<file path="config.mk">
export PLATFORM = sky130hd
export DESIGN_NAME = muldiv_hilo
export DESIGN_NICKNAME = d
export VERILOG_FILES = /design/src/rtl/muldiv_pkg.sv /design/src/rtl/muldiv_mag.sv /design/src/rtl/muldiv_iter.sv /design/src/rtl/muldiv_hilo.sv
export SDC_FILE = /design/constraint.sdc
export NUM_CORES = 1
export LEC_CHECK = 0
export BUFFER_PORTS_ARGS = -buffer_cell sky130_fd_sc_hd__buf_2
export CAP_MARGIN = 20
export CORE_UTILIZATION = 45
export CTS_CLUSTER_DIAMETER = 30
export CTS_CLUSTER_SIZE = 20
export DETAILED_ROUTE_END_ITERATION = 7
export PLACE_DENSITY = 0.61
export SYNTH_ARGS = -nofsm -noshare
export SYNTH_HDL_FRONTEND = slang
export SYNTH_SLANG_ARGS = --single-unit
</file>
<file path="constraint.sdc">
create_clock -name clk -period 4.3 [get_ports clk]
set_input_delay 0.215 -clock clk [delete_from_list [all_inputs] [get_ports clk]]
set_output_delay 0.215 -clock clk [all_outputs]
set_load 0.005 [all_outputs]
</file>
<file path="src/rtl/muldiv_pkg.sv">
package muldiv_pkg;

   // bit 1 selects divide, bit 0 selects unsigned
   typedef enum logic [1:0] {
      OP_MUL_S = 2'b00,
      OP_MUL_U = 2'b01,
      OP_DIV_S = 2'b10,
      OP_DIV_U = 2'b11
   } md_op_e;

   typedef enum logic [1:0] {
      ST_IDLE = 2'b00,
      ST_RUN  = 2'b01,
      ST_FIN  = 2'b10
   } md_state_e;

endpackage

</file>
<file path="src/rtl/muldiv_mag.sv">
module muldiv_mag #(
   parameter int WIDTH = 32
) (
   input  logic [WIDTH-1:0] val,
   input  logic             is_signed,
   output logic [WIDTH-1:0] mag,
   output logic             neg
);
   assign neg = is_signed & val[WIDTH-1];
   assign mag = neg ? (~val + 1'b1) : val;
endmodule

</file>
<file path="src/rtl/muldiv_iter.sv">
module muldiv_iter #(
   parameter int WIDTH = 32
) (
   input  logic             clk,
   input  logic             rst_n,
   input  logic             load,
   input  logic             step,
   input  logic             is_div,
   input  logic [WIDTH-1:0] a_mag,
   input  logic [WIDTH-1:0] b_mag,
   output logic [WIDTH-1:0] hi_r,
   output logic [WIDTH-1:0] lo_r
);
   logic [WIDTH-1:0] dvsr_r;

   // shift-add multiply step
   logic [WIDTH:0]   add_sum;
   logic [WIDTH-1:0] mul_hi_n, mul_lo_n;
   assign add_sum  = {1'b0, hi_r} + (lo_r[0] ? {1'b0, dvsr_r} : '0);
   assign mul_hi_n = add_sum[WIDTH:1];
   assign mul_lo_n = {add_sum[0], lo_r[WIDTH-1:1]};

   // restoring divide step
   logic [WIDTH:0]   shifted;
   logic [WIDTH+1:0] diff;
   logic             fits;
   logic [WIDTH-1:0] div_hi_n, div_lo_n;
   assign shifted  = {hi_r, lo_r[WIDTH-1]};
   assign diff     = {1'b0, shifted} - {2'b00, dvsr_r};
   assign fits     = ~diff[WIDTH+1];
   assign div_hi_n = fits ? diff[WIDTH-1:0] : shifted[WIDTH-1:0];
   assign div_lo_n = {lo_r[WIDTH-2:0], fits};

   always_ff @(posedge clk or negedge rst_n) begin
      if (!rst_n) begin
         hi_r   <= '0;
         lo_r   <= '0;
         dvsr_r <= '0;
      end else if (load) begin
         hi_r   <= '0;
         lo_r   <= a_mag;
         dvsr_r <= b_mag;
      end else if (step) begin
         hi_r <= is_div ? div_hi_n : mul_hi_n;
         lo_r <= is_div ? div_lo_n : mul_lo_n;
      end
   end


   zero_dvsr_bit_chk: assert property (@(posedge clk) disable iff (!rst_n)
      (step && !load && is_div && dvsr_r == '0) |=> lo_r[0]);
endmodule

</file>
<file path="src/rtl/muldiv_hilo.sv">
module muldiv_hilo
   import muldiv_pkg::*;
#(
   parameter int WIDTH = 32
) (
   input  logic             clk,
   input  logic             rst_n,
   input  logic             start,
   input  logic [1:0]       op,
   input  logic [WIDTH-1:0] opa,
   input  logic [WIDTH-1:0] opb,
   output logic             busy,
   output logic             done,
   output logic [WIDTH-1:0] hi_q,
   output logic [WIDTH-1:0] lo_q
);
   localparam int CW = $clog2(WIDTH + 1);

   generate
      if (WIDTH < 4) begin : g_width_bad
         $error("muldiv_hilo: WIDTH must be at least 4");
      end
   endgenerate

   md_state_e        state;
   logic [CW-1:0]    cnt;
   logic             is_div_q, neg_prod_q, neg_lo_q, neg_hi_q;
   logic             load, step, op_signed;
   logic [WIDTH-1:0] a_mag, b_mag, hi_r, lo_r;
   logic             a_neg, b_neg;

   assign op_signed = ~op[0];
   assign load      = start && (state == ST_IDLE);
   assign step      = (state == ST_RUN);
   assign busy      = (state != ST_IDLE);

   muldiv_mag #(.WIDTH(WIDTH)) u_mag_a (
      .val(opa), .is_signed(op_signed), .mag(a_mag), .neg(a_neg));
   muldiv_mag #(.WIDTH(WIDTH)) u_mag_b (
      .val(opb), .is_signed(op_signed), .mag(b_mag), .neg(b_neg));

   muldiv_iter #(.WIDTH(WIDTH)) u_iter (
      .clk(clk), .rst_n(rst_n), .load(load), .step(step), .is_div(is_div_q),
      .a_mag(a_mag), .b_mag(b_mag), .hi_r(hi_r), .lo_r(lo_r));

   // sign correction of the unsigned result
   logic [2*WIDTH-1:0] prod_fix;
   logic [WIDTH-1:0]   quo_fix, rem_fix;
   assign prod_fix = neg_prod_q ? (~{hi_r, lo_r} + 1'b1) : {hi_r, lo_r};
   assign quo_fix  = neg_lo_q ? (~lo_r + 1'b1) : lo_r;
   assign rem_fix  = neg_hi_q ? (~hi_r + 1'b1) : hi_r;

   always_ff @(posedge clk or negedge rst_n) begin
      if (!rst_n) begin
         state      <= ST_IDLE;
         cnt        <= '0;
         is_div_q   <= 1'b0;
         neg_prod_q <= 1'b0;
         neg_lo_q   <= 1'b0;
         neg_hi_q   <= 1'b0;
         hi_q       <= '0;
         lo_q       <= '0;
         done       <= 1'b0;
      end else begin
         done <= 1'b0;
         case (state)
            ST_IDLE: if (start) begin
               is_div_q   <= op[1];
               neg_prod_q <= ~op[1] & (a_neg ^ b_neg);
               neg_lo_q   <= op[1] & (a_neg ^ b_neg) & (opb != '0);
               neg_hi_q   <= op[1] & a_neg;
               cnt        <= '0;
               state      <= ST_RUN;
            end
            ST_RUN: begin
               cnt <= cnt + 1'b1;
               if (cnt == CW'(WIDTH - 1)) state <= ST_FIN;
            end
            ST_FIN: begin
               if (is_div_q) begin
                  hi_q <= rem_fix;
                  lo_q <= quo_fix;
               end else begin
                  hi_q <= prod_fix[2*WIDTH-1:WIDTH];
                  lo_q <= prod_fix[WIDTH-1:0];
               end
               done  <= 1'b1;
               state <= ST_IDLE;
            end
            default: state <= ST_IDLE;
         endcase
      end
   end


   done_pulse_chk: assert property (@(posedge clk) disable iff (!rst_n)
      done |=> !done);

   done_closes_busy_chk: assert property (@(posedge clk) disable iff (!rst_n)
      done |-> ($past(busy) && !busy));

   flags_hold_chk: assert property (@(posedge clk) disable iff (!rst_n)
      (busy && start) |=> ($stable(is_div_q) && $stable(neg_hi_q) && $stable(neg_lo_q)));

   hilo_hold_chk: assert property (@(posedge clk) disable iff (!rst_n)
      ((hi_q != $past(hi_q)) || (lo_q != $past(lo_q))) |-> done);
endmodule

</file>
Word-level counts from Yosys, hierarchy flattened
Index checks and enable logic that the tools add are counted.
{ "word_totals": {"in_bits": 69, "out_inout_bits": 66, "word_cells": 70, "reg_bits": 173} }
{ "op_classes": {"eq_ne": 5, "n_bitwise": 15, "mux": 21, "n_reduce_logical": 9, "addsub": 8} }
{ "ops": {"columns": ["operator", "count"], "rows": [
  ["$mux W32", 14],
  ["$add A32 B1 Y32 const B", 4],
  ["$not A32 Y32", 4],
  ["$add A64 B1 Y64 const B", 1],
  ["$mux W64", 1],
  ["$not A64 Y64", 1],
  ["$sub A33 B32 Y34", 1],
  ["$add A32 B33 Y33", 1],
  ["$reduce_bool A32 Y1", 1],
  ["$pmux W6 S2", 1],
  ["$add A6 B1 Y6 const B", 1],
  ["$and A1 B1 Y1", 6],
  ["$eq A6 B5 Y1 const B", 1],
  ["$mux W6", 1],
  ["$reduce_and A2 Y1", 3],
  ["$reduce_bool A2 Y1", 3],
  ["$mux W2", 2],
  ["$pmux W2 S2", 1],
  ["$not A1 Y1", 3],
  ["$eq A2 B1 Y1 const B", 1],
  ["$eq A2 B2 Y1 const B", 1],
  ["$logic_not A2 Y1", 1],
  ["$ne A2 B1 Y1 const B", 1],
  ["$ne A2 B2 Y1 const B", 1],
  ["other kinds (3)", 3]
]} }

Longest topological paths before layout
{ "logic_depth": {"word_depth": 5, "depth_mapped": 14} }

Cells and area by module
From an unflattened synthesis, not the netlist that was laid out.
{ "hier_totals": {"cells_unflattened": 1876, "area_unflattened_um2": 14664.1} }
{ "modules_own_cells": {"columns": ["module", "area_per_inst_um2", "seq_area_each_um2", "cells_per_inst", "instances"], "rows": [
  ["muldiv_iter", 8226.6, 2402.3, 1054, 1],
  ["muldiv_hilo", 5023.6, 1926.8, 610, 1],
  ["muldiv_mag", 706.9, 0.0, 106, 2]
]} }

Worst setup path before layout
No wires, ideal clock.
{ "synth_path": {"path_type": "register to register", "startpoint": "reg u_iter.lo_r[0]", "endpoint": "reg u_iter.hi_r[26]", "n_path_buf": 2, "setup_ps": 143, "path_stages_with_launch": 15, "setup_slack_ps": 1146, "required_time_ps": 4157, "arrival_ps": 3012, "path_cell_list": "dfrtp_1 > inv_1 > clkbuf_1 > nor2_1 > ha_1 > clkbuf_1 > a211oi_1 > o21bai_1 > a211oi_1 > o21ai_1 > a22oi_1 > a211oi_1 > a221oi_1 > xor2_1 > o221ai_1"} }
{ "synth_between": {"elab_chain_cells": 5} }
{ "synth_rtl": {"columns": ["item", "line_no", "text"], "rows": [
  ["start, declared", "muldiv_iter.sv:12", "output logic [WIDTH-1:0] lo_r"],
  ["start signal, assigned", "muldiv_iter.sv:41", "lo_r <= a_mag;"],
  ["start signal, assigned", "muldiv_iter.sv:45", "lo_r <= is_div ? div_lo_n : mul_lo_n;"],
  ["$mux W32", "muldiv_iter.sv:19", "assign add_sum = {1'b0, hi_r} + (lo_r[0] ? {1'b0, dvsr_r} : '0);"],
  ["$add A32 B33 Y33", "muldiv_iter.sv:19", null],
  ["$mux W32", "muldiv_iter.sv:44", "hi_r <= is_div ? div_hi_n : mul_hi_n;"],
  ["$mux W32", "muldiv_iter.sv:43", "end else if (step) begin"],
  ["$mux W32", "muldiv_iter.sv:39", "end else if (load) begin"],
  ["end signal, assigned", "muldiv_iter.sv:44", null],
  ["end, declared", "muldiv_iter.sv:11", "output logic [WIDTH-1:0] hi_r,"]
]} }
Every way passes these cells. The select of a mux whose other input is x is not followed.
A chain may end at the register's enable or synchronous reset.

Worst setup path after layout
{ "layout_path": {"startpoint": "reg u_iter.lo_r[0]", "endpoint": "reg u_iter.hi_r[29]"} }
The elaborated chain is that of the path after synthesis.

==> impl_metrics.yaml <==
power_and_ir_drop:
  p_switching_mw: 5.766
  sw_frac_of_total_pct: 49.70
  power_leakage_nw: 6.898
  p_clk_share_pct: 13.6
  p_int_mw: 5.836
  max-vdd-ir-drop_mv: 0.4037
  p_per_area_nw_per_um2: 752.8
  combPwrFrac_pct: 61.8
  seqPwrFrac_pct: 24.6
final_layout:
  seq_area_um2: 4330
  multi_input_area_um2: 8830
  area_growth_pct: 12.19
  mostFrequentLayoutCells: "nand2_1 (227), dfrtp_1 (172), nor2_1 (145), buf_2 (133), o21ai_0 (122)"
  layout_commonest_cell: "nand2_1"
  diodes: 0
  drive_gt1_share_pct: 12.20
  layout.nets: 1955
  num-fill-cells: 2978
min_path:
  hold_end: "u_iter.dvsr_r[30]"
  hold_path_depth: 3
  worstHoldPathType: "input pin to flop"
  min_from: "opb[30]"
global_routing:
  track_usage_pct: 26.61
  grt_max_degree: 103
  grt_pass1_vias: 11840
  grt_pass1_wl_mm: 64.85
  grt_use_met2_pct: 39.62
  grt_antenna_before_repair: 0
  met3_usage_pct: 3.351
  gr-usage-met1_pct: 40.38
  gr-total-overflow: 0
  top_usage_layer: "met1"
worst_setup_path:
  ff2ff_setup_slack_ns: 0.45
  cp.arrival_ns: 4.18
  worst-endpoint-required_ns: 4.64
  crit_type: "flop to flop"
  worstSetupEndpointType: "flop"
  r2r-end: "u_iter.hi_r[29]"
  cp_max_fo: 18
  worstReg2RegStart: "u_iter.lo_r[0]"
  cp-start-kind: "flop"
  worstRegToRegCells: 13
floorplan:
  ios: 135
  initial_utilization_pct: 45.99
  dieArea_um2: 31230
  core_um2: 29870
  fp.dieH_um: 176.7
  die_width_um: 176.7
  rows: 63
clock_network:
  cts-root-buf: "clkbuf_16"
  clkTransAtPathRegs_ns: 0.09
  cts_tree: "yes"
  cts_sinks: 173
  htreeDepth: 4
  clk_latency_ns: 0.46
  cts_buffer_depth: 2
  cts_buffers: 17
timing:
  max_slew_margin_pct: 31.53
  worst_pin_slew_ns: 1.025
  post-route-period-util_pct: 89.46
  fin_hold_ws_ns: 0.05653
  fin_crit_ns: 3.847
  setup_violations: 0
  fin_skew_ns: 0.01738
  max_freq_ghz: 0.2599
  hold_viol_final: 0
  slew_violations: 0
  rsz0062_at_grt: "no"
  setup_tns_ns: 0
logic_synthesis:
  ys_seq_elements: 173
  synth_area_um2: 13740
  yosysSeqAreaShare_pct: 31.51
  avgSynthCellArea_um2: 7.960
  synth_cell_types: 71
  synth_ff_type: "dfrtp_1"
  ys.warnings.count: 0
  mappedNetlistNets: 1866
  synthCells: 1726
  ys_async_sr_fraction_pct: 100.0
  synth_edf_count: 0
outcome:
  run_status: "completed"
routing:
  routedWlPerCell_um: 18.44
  vias_per_cell: 5.770
  totalWireLength_mm: 40.90
  drc: 0
  drt_iter0_drc: 1185
  num_vias: 12800
  detail-route-antenna-nets: 0
  firstDrtPassIters: 6
placement:
  gpl.final_weighted_congestion: 0.9375
  dp_hpwl_mm: 31.36
  io_buffers: 134
flow_run:
  max-cap-violations: 0
power groups by stage:
stage,combinational [mW],sequential (mW),clock (mW)
6_report,7.17,2.86,1.58
4_1_cts,7.07,2.83,1.60
5_1_grt,7.91,2.92,1.67
3_3_place_gp,7.01,2.84,0
2_1_floorplan,5.40,2.55,0
3_5_place_dp,7.03,2.86,0
area by class of cell:
class,instances,share of cell area [%]
Tap cell,390,3.166
Clock inverter,14,0.9255
Inverter,64,1.559
Multi-Input combinational cell,1392,57.29
Sequential cell,173,28.10
Clock buffer,18,2.849
Timing Repair Buffer,167,6.113
how the worst max path moves through the flow:
stage	startpoint	endpoint	slack, ns	cells past startpoint
5_1_grt	u_iter.lo_r[0]	u_iter.hi_r[30]	0.22	13
3_5_place_dp	u_iter.lo_r[0]	u_iter.hi_r[29]	0.60	13
3_3_place_gp	u_iter.lo_r[0]	u_iter.hi_r[29]	0.67	13
4_1_cts	u_iter.lo_r[0]	u_iter.hi_r[29]	0.56	13
2_1_floorplan	u_iter.lo_r[0]	u_iter.hi_r[26]	1.15	14
6_report	u_iter.lo_r[0]	u_iter.hi_r[29]	0.45	13
through the flow:
step | cells | total power [mW] | setup WS, ns | area (µm²) | utilization, %
final | 2218 | 11.60 | 0.4531 | 15410 | 51.59
after global routing | 2218 | 12.50 | 0.2165 | 15410 | 51.59
after CTS | 2218 | 11.49 | 0.5605 | 15410 | 51.59
after detailed placement | 2184 | 9.886 | 0.5979 | 14810 | 49.57
after global placement | 2184 | 9.850 | 0.6699 | 14810 | 49.57
after floorplan | 1726 | 7.949 | 1.146 | 13740 | -
timing repair:
item                       CTS  global route
setup buffers                0             0
hold buffers                 2             0
setup endpoints to repair    0             0
gates resized for setup      0             0
hold endpoints to repair   102             0
worst max-delay path: stages (launching register included):
cell and delay, ns:
dfrtp_1 0.46, inv_1 0.56, nor2_1 0.12, ha_1 0.37
nor2b_1 0.22, o2111ai_1 0.20, a31oi_1 0.25, buf_4 0.17
nand3_1 0.11, a31oi_1 0.47, a21o_1 0.29, a41oi_1 0.15
xor2_1 0.17, o221ai_1 0.19
metal layers:
| metal | wire length (µm) | vias to the layer above |
|---|---|---|
| met3 | 3027 | 40 |
| li1 | - | 6336 |
| met1 | 20200 | 5935 |
| met5 | 0 | - |
| met4 | 607 | 0 |
| met2 | 17070 | 487 |
state kept, by name (all words and copies together) (netlist names):
signal,flops
cnt,6
neg_lo_q,1
u_iter.hi_r,32
done,1
state,2
neg_hi_q,1
is_div_q,1
lo_q,32
hi_q,32
neg_prod_q,1
u_iter.dvsr_r,32
u_iter.lo_r,32
cells by family (layout without fill, tap and decap cells):
group | after synthesis | after routing | share of synthesized area [%]
muxes | 36 | 36 | 2.641
DFF | 173 | 173 | 31.51
and+or+nand+nor | 573 | 573 | 19.44
xor gates and xnor gates | 173 | 173 | 11.03
buffers and inverters | 161 | 263 | 4.435
AOI/OAI and AO/OA | 539 | 539 | 24.37
adders and majority gates | 71 | 71 | 6.576
cells in the mapped netlist, types with 13 or more instances:
cell type	count	area (µm²)
a211oi_1	13	97.59
a21o_1	28	210.2
a21oi_1	120	600.6
a22oi_1	13	97.59
a31oi_1	17	106.4
and2_1	14	87.58
and3_1	15	93.84
clkbuf_1	87	326.6
dfrtp_1	173	4329
ha_1	69	863.3
inv_1	64	240.2
mux2i_1	34	340.3
nand2_1	228	855.8
nand2b_1	18	112.6
nand3_1	26	130.1
nor2_1	146	548.0
nor2b_1	14	87.58
nor3_1	43	215.2
o211ai_1	47	352.8
o21ai_0	122	610.6
o21ai_1	82	410.4
o31ai_1	17	127.6
xnor2_1	100	875.8
xor2_1	73	639.4
(Power assumes the default switching activity.)
